`src/rtl/can_rxa_pkg.sv`:
```
package can_rxa_pkg;

   function automatic int unsigned idx_w(input int unsigned n);
      return (n <= 1) ? 1 : $clog2(n);
   endfunction

endpackage

```
`src/rtl/can_rxa_first.sv`:
```
module can_rxa_first #(
   parameter int unsigned N  = 3,
   parameter int unsigned IW = 2
) (
   input  logic [N-1:0]  req,
   output logic [IW-1:0] idx,
   output logic          any
);

   always_comb begin
      idx = '0;
      for (int i = N - 1; i >= 0; i--) begin
         if (req[i]) idx = IW'(i);
      end
      any = |req;
   end

endmodule

```
`src/rtl/can_rxa_status.sv`:
```
module can_rxa_status #(
   parameter int unsigned NBUF = 3,
   parameter int unsigned FW   = 2
) (
   input  logic               clk,
   input  logic               rst_n,
   input  logic [NBUF-1:0]    wr,
   input  logic [FW-1:0]      acc_in,
   input  logic [NBUF-1:0]    clr,
   output logic [NBUF-1:0]    rdy,
   output logic [NBUF*FW-1:0] acc_flat
);

   for (genvar b = 0; b < NBUF; b++) begin : g_buf
      always_ff @(posedge clk or negedge rst_n) begin
         if (!rst_n) begin
            rdy[b]             <= 1'b0;
            acc_flat[b*FW +: FW] <= '0;
         end else if (wr[b]) begin
            rdy[b]             <= 1'b1;
            acc_flat[b*FW +: FW] <= acc_in;
         end else if (clr[b]) begin
            rdy[b]             <= 1'b0;
         end
      end
   end

endmodule

```
`src/rtl/can_rx_alloc.sv`:
```
module can_rx_alloc
   import can_rxa_pkg::*;
#(
   parameter int unsigned NBUF  = 3,
   parameter int unsigned NFILT = 4,
   parameter int unsigned ID_W  = 11,
   localparam int unsigned FW   = idx_w(NFILT),
   localparam int unsigned BW   = idx_w(NBUF)
) (
   input  logic               clk,
   input  logic               rst_n,
   input  logic               frame_done_i,
   input  logic [ID_W-1:0]    frame_id_i,
   input  logic [NFILT-1:0]   filt_hit_i,
   input  logic               frame_own_i,
   input  logic               self_rx_en_i,
   input  logic               rx_ie_i,
   input  logic               ovr_ie_i,
   input  logic [NBUF-1:0]    buf_lock_i,
   input  logic [NBUF-1:0]    rdy_clr_i,
   output logic [NBUF-1:0]    buf_wr_o,
   output logic [NBUF-1:0]    buf_rdy_o,
   output logic [NBUF*FW-1:0] buf_acc_o,
   output logic [FW-1:0]      acc_num_o,
   output logic               rx_irq_o,
   output logic               ovr_irq_o,
   output logic [ID_W-1:0]    last_id_o
);

   if (NBUF < 1 || NFILT < 1 || ID_W < 1) begin : g_bad_cfg
      $error("can_rx_alloc: NBUF, NFILT and ID_W must all be at least 1");
   end

   logic            take;
   logic [NBUF-1:0] free_vec;
   logic [BW-1:0]   buf_idx;
   logic            buf_any;
   logic [FW-1:0]   filt_idx;
   logic            filt_any;
   logic [NBUF-1:0] wr_nxt;

   assign free_vec = ~(buf_lock_i | buf_rdy_o);

   can_rxa_first #(.N(NBUF), .IW(BW)) u_bufsel (
      .req (free_vec),
      .idx (buf_idx),
      .any (buf_any)
   );

   can_rxa_first #(.N(NFILT), .IW(FW)) u_filtsel (
      .req (filt_hit_i),
      .idx (filt_idx),
      .any (filt_any)
   );

   assign take   = frame_done_i && filt_any && (!frame_own_i || self_rx_en_i);
   assign wr_nxt = (take && buf_any) ? (NBUF'(1) << buf_idx) : '0;

   can_rxa_status #(.NBUF(NBUF), .FW(FW)) u_status (
      .clk      (clk),
      .rst_n    (rst_n),
      .wr       (wr_nxt),
      .acc_in   (filt_idx),
      .clr      (rdy_clr_i),
      .rdy      (buf_rdy_o),
      .acc_flat (buf_acc_o)
   );

   always_ff @(posedge clk or negedge rst_n) begin
      if (!rst_n) begin
         buf_wr_o  <= '0;
         acc_num_o <= '0;
         rx_irq_o  <= 1'b0;
         ovr_irq_o <= 1'b0;
         last_id_o <= '0;
      end else begin
         buf_wr_o  <= wr_nxt;
         rx_irq_o  <= take && buf_any && rx_ie_i;
         ovr_irq_o <= take && !buf_any && ovr_ie_i;
         if (take) last_id_o <= frame_id_i;
         if (take && buf_any) acc_num_o <= filt_idx;
      end
   end

endmodule

```
`config.mk`:
```
export PLATFORM = sky130hd
export DESIGN_NAME = can_rx_alloc
export DESIGN_NICKNAME = d
export VERILOG_FILES = /design/src/rtl/can_rxa_pkg.sv /design/src/rtl/can_rxa_first.sv /design/src/rtl/can_rxa_status.sv /design/src/rtl/can_rx_alloc.sv
export SDC_FILE = /design/constraint.sdc
export NUM_CORES = 1
export LEC_CHECK = 0
export BUFFER_PORTS_ARGS = -buffer_cell sky130_fd_sc_hd__clkbuf_2
export CORE_MARGIN = 3
export CORE_UTILIZATION = 48
export DETAILED_ROUTE_END_ITERATION = 10
export PLACE_DENSITY = 0.82
export SLEW_MARGIN = 20
export SYNTH_ARGS = -nofsm -noshare
export SYNTH_HDL_FRONTEND = slang
export SYNTH_HIERARCHICAL = 1
export SYNTH_SLANG_ARGS = --single-unit
```
`constraint.sdc`:
```
create_clock -name clk -period 3.9 [get_ports clk]
set_input_delay 0.78 -clock clk [delete_from_list [all_inputs] [get_ports clk]]
set_output_delay 0.78 -clock clk [all_outputs]
set_load 0.01 [all_outputs]
```
Word-level counts from Yosys, hierarchy flattened

Cells that the tools add are included.

Register bits: 27
Bits of input ports: 28
Output and inout bits: 27
Word-level logic and storage cells: 42

Shift operators: 1
Mux-type cells: 14
Bitwise operators: 2
Reductions and logical operators: 14

Operator list:

| kind                                                               | number |
|---|---|
| 2-bit two-way mux                                                  | 7 |
| 1-bit logical AND                                                  | 6 |
| 1-bit two-way mux                                                  | 6 |
| 2-bit nonzero test                                                 | 3 |
| 4-bit OR reduction                                                 | 1 |
| 3-bit two-way mux                                                  | 1 |
| 3-bit inverter                                                     | 1 |
| 3-bit bitwise OR                                                   | 1 |
| 3-bit OR reduction                                                 | 1 |
| 1-bit by 2-bit << shifter with 3-bit output (first input constant) | 1 |
| 1-bit logical NOT                                                  | 2 |
| 1-bit logical OR                                                   | 1 |

Depth between registers and ports, before layout

Depth after elaboration: 8
Depth in mapped cells: 5

Modules after synthesis

Netlist, hierarchy kept.

Modules (own cells, without submodules):

| module                    | times used | cells an instance | area an instance (um^2) |
|---|---|---|---|
| can_rx_alloc              | 1          | 44                | 732.0 |
| can_rxa_status            | 1          | 21                | 342.8 |
| can_rxa_first (u_filtsel) | 1          | 7                 | 35.0 |
| can_rxa_first (u_bufsel)  | 1          | 3                 | 20.0 |

Worst setup path before layout

OpenSTA, ideal clock, no wires.

Path kind: input port to flip-flop
Start: input buf_lock_i[0]
End: register u_status.acc_flat[2]
Arrival: 2.067 ns
Data required time: 3.775 ns
Setup slack: 1.708 ns
Cell stages on the path: 5
Path buffers: 0
Path through: nor2_1 -> or3_1 -> o2111ai_2 -> nor3b_1 -> mux2_4

Word-level cells in the longest chain between the ends: 5
Elaborated cells between the ends (all ways): 7

Ends and longest elaborated chain:

| what                           | line                 | RTL |
|---|---|---|
| start: declaration             | can_rx_alloc.sv:19   | `input logic [NBUF-1:0] buf_lock_i,` |
| 3-bit bitwise OR               | can_rx_alloc.sv:42   | `assign free_vec = ~(buf_lock_i \| buf_rdy_o);` |
| 3-bit inverter                 | can_rx_alloc.sv:42   |  |
| 3-bit OR reduction             | can_rxa_first.sv:15  | `any = \|req;` |
| net buf_any                    | can_rx_alloc.sv:37   | `logic buf_any;` |
| 1-bit logical AND              | can_rx_alloc.sv:57   | `assign wr_nxt = (take && buf_any) ? (NBUF'(1) << buf_idx) : '0;` |
| 3-bit two-way mux              | can_rx_alloc.sv:57   |  |
| net wr_nxt[1]                  | can_rx_alloc.sv:40   | `logic [NBUF-1:0] wr_nxt;` |
| end signal: indexed assignment | can_rxa_status.sv:21 | `acc_flat[b*FW +: FW] <= acc_in;` |
| end: declaration               | can_rxa_status.sv:11 | `output logic [NBUF*FW-1:0] acc_flat` |

The timed path passes the listed nets, and every way through them passes these cells.
A chain may end at the register's enable or synchronous reset.

Final worst setup path

Start: input buf_lock_i[0]
End: register u_status.acc_flat[2]

Word-level cells in the longest chain between the ends: 5
Elaborated cells between the ends (all ways): 7

Ends and longest elaborated chain:

| what               | line                | RTL |
|---|---|---|
| 3-bit bitwise OR   | can_rx_alloc.sv:42  |  |
| 3-bit inverter     | can_rx_alloc.sv:42  |  |
| net free_vec[0]    | can_rx_alloc.sv:35  | `logic [NBUF-1:0] free_vec;` |
| 3-bit OR reduction | can_rxa_first.sv:15 |  |
| net buf_any        | can_rx_alloc.sv:37  |  |
| 1-bit logical AND  | can_rx_alloc.sv:57  |  |
| 3-bit two-way mux  | can_rx_alloc.sv:57  |  |
| net wr_nxt[1]      | can_rx_alloc.sv:40  |  |

The timed path passes the listed nets, and every way through them passes these cells.

==> flow_summary.yaml <==
outcome:
  outcome: "completed"
route:
  drt-wirelength-per-cell_um: 13.8
  drt-total-wl_um: 2190
  drtPass1Iterations: 3
  via_per_inst: 4.83
  drc: 0
  ant_nets: 0
  dr_total_vias: 768
  drtIter0Drc: 9
pwr:
  powerDensity_nw_per_um2: 440
  p_seq_share_pct: 55.1
  pwr-share-comb_pct: 26.8
  swShare_pct: 28.1
  leakage_nw: 0.812
  p_int_uw: 457
  power_uw: 635
  ir_drop_v: 0.000266
  clock_power_share_pct: 18.1
  p_switching_uw: 178
clocking:
  cts_tree: "done"
  cts_inserted_buffers: 3
  h-tree-depth: 1
  holdBufCountCts: 0
  cts_root_buf: "clkbuf_4"
  post_cts_buffers: 0
  insertion_delay_ps: 320
  clk_path_buf_depth: 2
  clk_pin_slew_ps: 130
  cts_sinks: 27
  cts_resized: 0
yosys:
  yosys-top-cells-area: "dfrtp_1 (60%), mux2_4 (17%), mux2_2 (4.0%)"
  synth-seq-cells: 27
  ys_seq_area_share_pct: 59.8
  synth_most_common_cell: "dfrtp_1"
  synth_area_sq_um: 1130
  ys.flop_type: "dfrtp_1"
  synth_top_cell_area_share_pct: 59.8
  yosys_warnings: 6
  synth_nets: 103
  synthArstFlopShare_pct: 100
  yosysTopAreaCell: "dfrtp_1"
  synth_cell_types: 19
  synth_edf_count: 0
  syn_inst: 75
  yosys-top-cells-count: "dfrtp_1 (27), mux2_4 (13), nor2_1 (6), inv_1 (5)"
  avgSynthCellArea_sq_um: 15.1
sta:
  timing.final.crit_share_pct: 55.5
  skew_ps: 6.34
  drv_slew: 0
  rsz0062_at_grt: "no"
  setup_violations: 0
  relSlewSlack_pct: 55.7
  max_freq_mhz: 462
  hold_viol: 0
  tns_ps: 0
  worst_pin_slew_ps: 664
  min_period_ps: 2160
placement:
  io_buffer_count: 54
  dpl_cell_area_sq_um: 1420
  hpwl_um: 1750
  gp_congestion: 0.652
setup_path:
  worstSetupEndpointType: "flip-flop"
  criticalPathCategory: "in2reg"
  ff2ff_path_depth: 5
  cp_max_fo: 6
  startpoint: "buf_lock_i[0]"
  r2r-start: "u_status/rdy[0]"
  arrival_ps: 2380
  crit_required_ps: 4120
  start_kind: "input port"
floorplan:
  die_area_sq_um: 2970
  io_pins: 55
  die_x_um: 54.5
  rows: 16
  start_util_pct: 54.3
  placeableCoreArea_sq_um: 2080
  fp.dieH_um: 54.5
grt:
  grt_pass1_vias: 757
  grt_pass1_wl_um: 3440
  grt_max_degree: 28
  grtUsageTotal_pct: 17.0
  grt-ovfl-total: 0
  antenna_found_initial: 0
layout:
  nets: 161
  n_antenna_cell: 0
  syn2layout_area_growth_pct: 27.9
  final_layout_size_suffix_gt1_share_pct: 59.8
  fin_area_sq_um: 1450
min_path:
  hold_path_class: "in2async"
flow_run:
  drv_cap: 0
metal layers:
layer / up-vias / track usage, % / wire length [um]
li1: 369 / - / -
met5: - / 0 / 0
met1: 360 / 21.5 / 888
met4: 0 / 6.22 / 11
met2: 37 / 28.1 / 1100
met3: 2 / 4.09 / 189
flip-flops by register name, indices dropped and copies added, names as in the netlist:
register / count
ovr_irq_o: 1
acc_num_o: 2
rx_irq_o: 1
u_status/acc_flat: 6
buf_wr_o: 3
last_id_o: 11
u_status/rdy: 3
critical path: stages:
cell	delay (ps)
clkbuf_2	80
nor2_1	160
or3_1	170
o2111ai_2	210
nor3b_1	620
mux2_4	360
stage by stage:
| step | utilization, % | instances | hold WS (ps) | worst slack (ps) |
|---|---|---|---|---|
| after detailed placement | 68.1 | 155 | 489 | 1380 |
| after global placement | 68.1 | 155 | 472 | 1500 |
| after floorplan | - | 75 | 484 | 1710 |
| after CTS | 69.4 | 159 | 468 | 1730 |
| final | 69.4 | 159 | 456 | 1740 |
| after global routing | 69.4 | 159 | 487 | 1620 |
cell families (layout without fill, tap and decap cells):
group | after synthesis | after routing | share of synthesized area (%)
AO/OA/AOI/OAI | 6 | 6 | 6.09
multiplexers | 19 | 19 | 23.3
flip-flops | 27 | 27 | 59.8
buffers and inverters | 7 | 64 | 3.32
AND/OR/NAND/NOR | 16 | 16 | 7.53
power by group through the flow:
stage / clock network, mW / registers (mW) / logic, mW
2_1_floorplan: 0 / 0.373 / 0.0758
3_3_place_gp: 0 / 0.352 / 0.168
3_5_place_dp: 0 / 0.355 / 0.173
4_1_cts: 0.119 / 0.351 / 0.173
5_1_grt: 0.132 / 0.356 / 0.185
6_report: 0.115 / 0.350 / 0.170
worst paths after layout:
check	end	slack (ps)
max	u_status/acc_flat[2]	1740
max in group asynchronous	last_id_o[3]	3020
min	last_id_o[4]	460
min in group clk	u_status/acc_flat[1]	510
max reg2reg	u_status/acc_flat[2]	1830
min reg2reg	u_status/acc_flat[1]	510
area by class of cell:
class | count | area, sq um
timing repair buffer | 54 | 270
multi-input combinational | 41 | 417
sequential | 27 | 676
clock buffer | 4 | 26.3
inverter | 6 | 22.5
fill | 163 | 637
tap | 27 | 33.8
cell usage in the layout, fill, tap and decap left out:
cell / instances
nor2b_1: 1
clkbuf_4: 3
clkbuf_1: 1
o211ai_4: 1
o2111ai_2: 1
clkbuf_2: 54
or3_1: 1
dfrtp_1: 27
nor3b_1: 4
nand2b_1: 1
nand2_1: 1
mux2_2: 4
a21o_2: 1
inv_2: 1
mux2_1: 2
mux2_4: 13
a21oi_2: 1
a21o_1: 2
nor3_1: 2
inv_1: 5
nor2_1: 6
(Power assumes the default switching activity.)
